$ cat src/rtl/txs_pkg.sv
// Package: shared types and constants for the transmit start logic.
// Assumes: nothing; pure declarations.
package txs_pkg;

    // Arming state of the start sequencer
    typedef enum logic [0:0] {
        ST_ARMED = 1'b0,
        ST_WAIT  = 1'b1
    } arm_state_t;

    // Word address of the threshold register
    localparam int unsigned THR_REG_ADDR = 0;

endpackage

$ cat src/rtl/txs_thresh_reg.sv
// Module: holds the programmable start threshold field and serves reads.
// Assumes: writes are only meaningful while the transmitter is halted;
// other writes are dropped. Reads are combinational and have no side effect.
module txs_thresh_reg #(
    parameter int unsigned ADDR_W  = 4,
    parameter int unsigned DATA_W  = 32,
    parameter int unsigned FIELD_W = 11
) (
    input  logic               clk,
    input  logic               rst_n,
    input  logic               wr_en,
    input  logic               rd_en,
    input  logic [ADDR_W-1:0]  addr,
    input  logic [DATA_W-1:0]  wdata,
    input  logic               halted,
    output logic [DATA_W-1:0]  rdata,
    output logic [FIELD_W-1:0] field
);
    import txs_pkg::*;

    localparam int unsigned PAD_W = DATA_W - FIELD_W;

    logic sel;

    // Decode the register address
    assign sel = (addr == ADDR_W'(THR_REG_ADDR));

    // Store the field; accept writes only while halted
    always_ff @(posedge clk) begin
        if (!rst_n) begin
            field <= '0;
        end else if (wr_en && sel && halted) begin
            field <= wdata[FIELD_W-1:0];
        end
    end

    // Return the field with the reserved upper bits forced to zero
    always_comb begin
        if (rd_en && sel) begin
            rdata = {{PAD_W{1'b0}}, field};
        end else begin
            rdata = '0;
        end
    end

endmodule

$ cat src/rtl/txs_level_cmp.sv
// Module: forms the start condition from FIFO status and the threshold.
// Assumes: the byte threshold is four times the field; a level must exceed
// it strictly. Full and frame-written flags each bypass the threshold.
module txs_level_cmp #(
    parameter int unsigned FIELD_W = 11,
    parameter int unsigned LEVEL_W = 14
) (
    input  logic [FIELD_W-1:0] field,
    input  logic [LEVEL_W-1:0] level,
    input  logic               full,
    input  logic               frame_done_wr,
    output logic               cond
);
    localparam int unsigned THR_W = FIELD_W + 2;
    localparam int unsigned CMP_W = (THR_W > LEVEL_W) ? THR_W : LEVEL_W;

    logic [CMP_W-1:0] thr_bytes;
    logic [CMP_W-1:0] level_ext;
    logic             over;

    // Scale the field by four and extend both operands to a common width
    always_comb begin
        thr_bytes = CMP_W'({field, 2'b00});
        level_ext = CMP_W'(level);
    end

    // Strict comparison of level against the byte threshold
    assign over = (level_ext > thr_bytes);

    // Any of the three conditions allows a start
    assign cond = over | full | frame_done_wr;

endmodule

$ cat src/rtl/txs_start_seq.sv
// Module: issues one start pulse per frame and re-arms on frame completion.
// Assumes: done is seen on a clock edge; the pulse is combinational from the
// armed state so that it can never appear while halted.
module txs_start_seq (
    input  logic clk,
    input  logic rst_n,
    input  logic cond,
    input  logic halted,
    input  logic done,
    output logic start
);
    import txs_pkg::*;

    arm_state_t state_q;
    arm_state_t state_d;

    // Pulse while armed, running and a condition holds
    assign start = (state_q == ST_ARMED) && !halted && cond;

    // Next-state selection
    always_comb begin
        state_d = state_q;
        unique case (state_q)
            ST_ARMED: if (start) state_d = ST_WAIT;
            ST_WAIT:  if (done)  state_d = ST_ARMED;
            default:  state_d = ST_ARMED;
        endcase
    end

    // State register
    always_ff @(posedge clk) begin
        if (!rst_n) begin
            state_q <= ST_ARMED;
        end else begin
            state_q <= state_d;
        end
    end

endmodule

$ cat src/rtl/txs_start_top.sv
// Module: top of the transmit FIFO start threshold logic.
// Assumes: the FIFO is represented only by its status inputs; the register
// bus is single-cycle with combinational read data.
module txs_start_top #(
    parameter int unsigned ADDR_W  = 4,
    parameter int unsigned DATA_W  = 32,
    parameter int unsigned FIELD_W = 11,
    parameter int unsigned LEVEL_W = 14
) (
    input  logic               clk,
    input  logic               rst_n,
    input  logic               reg_wr_en,
    input  logic               reg_rd_en,
    input  logic [ADDR_W-1:0]  reg_addr,
    input  logic [DATA_W-1:0]  reg_wdata,
    output logic [DATA_W-1:0]  reg_rdata,
    input  logic [LEVEL_W-1:0] fifo_level,
    input  logic               fifo_full,
    input  logic               frame_written,
    input  logic               tx_halted,
    input  logic               tx_done,
    output logic               tx_start
);
    logic [FIELD_W-1:0] thr_field;
    logic               start_cond;

    txs_thresh_reg #(
        .ADDR_W  (ADDR_W),
        .DATA_W  (DATA_W),
        .FIELD_W (FIELD_W)
    ) u_reg (
        .clk    (clk),
        .rst_n  (rst_n),
        .wr_en  (reg_wr_en),
        .rd_en  (reg_rd_en),
        .addr   (reg_addr),
        .wdata  (reg_wdata),
        .halted (tx_halted),
        .rdata  (reg_rdata),
        .field  (thr_field)
    );

    txs_level_cmp #(
        .FIELD_W (FIELD_W),
        .LEVEL_W (LEVEL_W)
    ) u_cmp (
        .field         (thr_field),
        .level         (fifo_level),
        .full          (fifo_full),
        .frame_done_wr (frame_written),
        .cond          (start_cond)
    );

    txs_start_seq u_seq (
        .clk    (clk),
        .rst_n  (rst_n),
        .cond   (start_cond),
        .halted (tx_halted),
        .done   (tx_done),
        .start  (tx_start)
    );

endmodule

$ cat config.mk
export PLATFORM = sky130hd
export DESIGN_NAME = txs_start_top
export DESIGN_NICKNAME = d
export VERILOG_FILES = /design/src/rtl/txs_pkg.sv /design/src/rtl/txs_thresh_reg.sv /design/src/rtl/txs_level_cmp.sv /design/src/rtl/txs_start_seq.sv /design/src/rtl/txs_start_top.sv
export SDC_FILE = /design/constraint.sdc
export NUM_CORES = 1
export LEC_CHECK = 0
export BUFFER_PORTS_ARGS = -buffer_cell sky130_fd_sc_hd__buf_2
export CAP_MARGIN = 10
export CORE_UTILIZATION = 25
export CTS_CLUSTER_SIZE = 28
export DETAILED_ROUTE_END_ITERATION = 8
export GPL_ROUTABILITY_DRIVEN = 0
export PLACE_DENSITY = 0.56
export SLEW_MARGIN = 25
export SYNTH_ARGS = -nofsm -noshare
export SYNTH_HDL_FRONTEND = slang
export SYNTH_SLANG_ARGS = --single-unit
$ cat constraint.sdc
create_clock -name clk -period 2.2 [get_ports clk]
set_input_delay 0.22 -clock clk [delete_from_list [all_inputs] [get_ports clk]]
set_output_delay 0.22 -clock clk [all_outputs]
set_load 0.01 [all_outputs]
After elaboration in Yosys (flattened, before gate mapping):

Index checks and enable logic that the tools add are counted.

* ROM bits: 0
* output and inout bits: 33
* word-level logic and storage cells: 17
* memories kept: 0
* latch bits: 0
* register bits: 12
* input port bits: 58
* memory bits (writable): 0

* div/mod/pow operators: 0
* reduce and logical (&&, ||, !) cells: 7
* add/sub/neg operators: 0
* equal/unequal tests: 0
* muxes and demuxes: 4
* bitwise gates (word level): 3
* order comparisons: 1
* multipliers: 0
* shift-type cells: 0

Operator list (count)
* greater-than comparator 14 x 13 -> 1 bit: 1
* two-way mux 11 bit: 1
* logical AND 1 bit: 5
* zero test 4 bit: 1
* two-way mux 1 bit: 2
* OR 1 bit: 2
* case mux 1 bit (2 select lines): 1
* zero test 1 bit: 1
* inverter 1 bit: 1

Logic depth before layout (Yosys ltp):

* depth in word-level cells: 6
* mapped depth: 7
* gate-level depth less buffers: 7

Cells and area by module:

Synthesis repeated with hierarchy kept, for this count alone.

* cell total of the unflattened synthesis: 132
* area, all modules: 1069.8 um^2

Modules (own cells, without submodules)
* txs_thresh_reg: times used 1, cells an instance 84, sequential area each 220.2 um^2, area an instance 703.2 um^2
* txs_level_cmp: times used 1, cells an instance 44, sequential area each 0.0 um^2, area an instance 320.3 um^2
* txs_start_seq: times used 1, cells an instance 4, sequential area each 20.0 um^2, area an instance 46.3 um^2

Worst setup path after synthesis:

OpenSTA, ideal clock, no wires.

* path kind: register -> output
* from: register u_reg.field[9]
* to: output port tx_start
* path slack: 470 ps
* arrival: 1510 ps
* cell stages (with the launch flop): 7
* cell sequence: dfxtp_1 inv_1 ha_1 a21o_1 a211o_1 o311ai_1 nand2_1

* longest elaborated chain between the ends: 4

RTL lines
* start: declaration: RTL line txs_thresh_reg.sv:17 `output logic [FIELD_W-1:0] field`
* start signal: assignment: RTL line txs_thresh_reg.sv:33 `field <= wdata[FIELD_W-1:0];`
* greater-than comparator 14 x 13 -> 1 bit: RTL line txs_level_cmp.sv:28 `assign over = (level_ext > thr_bytes);`
* OR 1 bit (2 in a row): RTL line txs_level_cmp.sv:31 `assign cond = over | full | frame_done_wr;`
* logical AND 1 bit: RTL line txs_start_seq.sv:18 `assign start = (state_q == ST_ARMED) && !halted && cond;`
* end: declaration: RTL line txs_start_top.sv:22 `output logic tx_start`

No other way between the ends.

Worst setup path after layout:

Ends and elaborated chain as after synthesis.

==> results.toml <==
[outcome]
status = "finished clean"

[detailed_routing]
drtPass1Iterations = 4
via_per_inst = 4.02
vias = 856
wl_met2_um = 906
drc = 0
wire_per_inst_um = 10.9
drt_iter0_drc = 21
wl_met3_um = 269
top_layer = "met4"
met1_length_mm = 1.11
drt_wl_total_mm = 2.32
ant_nets = 0

[clocking]
ctsHoldBuffers = 0
ctsRootBufferMaster = "clkbuf_8"
cts_buffers = 3
cts.clk_slew.worst_paths_ns = 0.05
cts_tree = "yes"
clock_latency_ns = 0.24
cts_max_path_buffers = 2
htreeDepth = 1
clkSinkCount = 12

[timing]
finalCritPeriodShare = 0.936
setup_tns_ns = 0
report.final.slew_viol_count = 0
fmax_mhz = 485
hold_viol = 0
min_period_ns = 2.06
skew_ns = 0.00121
setup_violations = 0

[logic_synthesis]
yosys_warnings = 0
synth-simple-area-share = 0.194
synth_top_area_cell = "dfxtp_1"
synth_most_common_cell = "buf_4"
ys_seq_area_frac = 0.241
synth.area.top_cells = "dfxtp_1, buf_4, ha_1"
yosys.area_share.adder = 0.138
synthXorXnorAreaFrac = 0
syn-cell-area_um2 = 998
synth_cell_types = 29
synth_cells = 118
avgSynthCellArea_um2 = 8.46
synth-seq-cells = 12
synth_compound_area_frac = 0.0739
synth_edf_count = 0
synth_top_family_by_area = "buffers and inverters"
synth.top_cell.area_share = 0.241
synthMuxAreaShare = 0.110
synthArstFlopShare = 0
ys.flop_type = "dfxtp_1"
synthTopCellsByCount = "buf_4, nor2_1, dfxtp_1, inv_1"

[final_layout]
drive_above_1_share = 0.339
post-route-cell-area_um2 = 1240
fin_cells = 213
antenna_cells = 0
syn_to_final_growth_pct = 23.8
nets = 236
utilization = 0.330

[place]
dp_cells = 210
dpl_cell_area_um2 = 1190
portBuffers = 48
hpwlAfterDp_mm = 1.85

[worst_setup_path]
r2r_slack_ns = 0.58
r2r-end = "u_seq.state_q"
crit_type = "reg2out"
crit_chain = "inv_1 > ha_1 > a21o_1 > a211o_1 > o311ai_2 > nand2_1 > buf_2"
regToRegStartpoint = "u_reg.field[9]"
cp-start-kind = "flip-flop"
worst_ep_required_time_ns = 1.98
reg2reg_depth = 6
slowest_stage = "dfxtp_1"
cp_max_fo = 3
end_kind = "output port"
critical_path_arrival_ns = 1.84
slowest_delay_ns = 0.34

[floorplan]
die_w_um = 65.2
die_h_um = 65.2
start_util = 0.267
core_area_um2 = 3740
dieArea_um2 = 4250
ios = 91
core.rowCount = 22

[grt]
grt_pass1_vias = 844
grt_pass1_wl_mm = 3.75
grt.overflow.total = 0
antenna_found_initial = 0
grt_max_degree = 13
grt.total_usage = 0.119

[flow_run]
drv_cap = 0

[min_path]
hold_start = "reg_wdata[0]"
hold_path_depth = 3
hold_path.class = "in2reg"
holdPathEnd = "u_reg.field[0]"

[pwr]
vdd_drop_max_uv = 131
powerDensity_nw_per_um2 = 422
leakagePower_nw = 0.638
-- report_power, final --
part / leakage, nW / switching [mW] / internal (mW) / total [mW]
clock: 0.0216 / 0.0789 / 0.121 / 0.200
combinational: 0.519 / 0.0555 / 0.0440 / 0.0995
sequential: 0.0970 / 0.00174 / 0.221 / 0.223
-- critical path, delay by kind of cell (launching register included) --
| kind | cells | cell delay (ns) |
|---|---|---|
| AOI/OAI and AO/OA | 3 | 0.71 |
| adders and majority gates | 1 | 0.28 |
| buffers and inverters | 2 | 0.20 |
| DFF | 1 | 0.34 |
| and+or+nand+nor | 1 | 0.08 |
-- how the worst max path moves through the flow --
stage | start | endpoint | slack [ns] | cells after the start
final | u_reg.field[9] | tx_start | 0.14 | 7
after global routing | u_reg.field[9] | tx_start | -0.04 | 8
after CTS | u_reg.field[9] | tx_start | 0.02 | 7
after detailed placement | u_reg.field[9] | tx_start | 0.28 | 7
after global placement | u_reg.field[9] | tx_start | 0.28 | 7
after floorplan | u_reg.field[9] | tx_start | 0.47 | 6
-- sequential cells by signal, indices dropped and copies added, names as in the netlist --
name and count:
u_reg.field 11, u_seq.state_q 1
-- logic make-up after synthesis --
kind of cell             Yosys count
adder cells (fa/ha/maj)           11
AO/OA/AOI/OAI                     11
AND/OR/NAND/NOR                   35
other                              1
multiplexers                      11
flip-flops                        12
buffers and inverters             37
-- cell type report --
cell class,instances,area (µm²)
clock buffers,3,41.3
fillers,437,2510
inverters,12,45.0
multi-input cells,89,602
flip-flops and latches,12,240
well taps,48,60.1
repair buffers,49,248
-- layout by cell type (no fill, tap or decap), drive strengths merged, types with 3 or more instances in the layout --
cell type and n:
conb 21, and3 12, inv 12, nor2 13
buf 49, ha 11, dfxtp 12, clkbuf 3
mux2i 11, a21oi 3
-- timing repair --
| item | 4_1_cts | 5_1_grt |
|---|---|---|
| buffers inserted | 0 | 0 |
| endpoints found under the setup margin | 0 | 1 |
| hold endpoints to repair | 0 | 0 |
| gates resized for setup | 0 | 1 |
-- layer usage --
layer / GRT usage / vias to the layer above
met3: 0.0503 / 4
met1: 0.145 / 362
met5: 0 / -
met4: 0.0571 / 0
met2: 0.179 / 41
li1: - / 449
-- per-stage QoR --
stage          setup slack [ns]  hold slack [ns]  total power [mW]
4_1_cts                  0.0219            0.212             0.531
3_3_place_gp              0.281            0.455             0.325
6_report                  0.140            0.217             0.522
3_5_place_dp              0.284            0.463             0.326
5_1_grt                 -0.0362            0.230             0.555
2_1_floorplan             0.470            0.365             0.309
(Power assumes the default switching activity.)
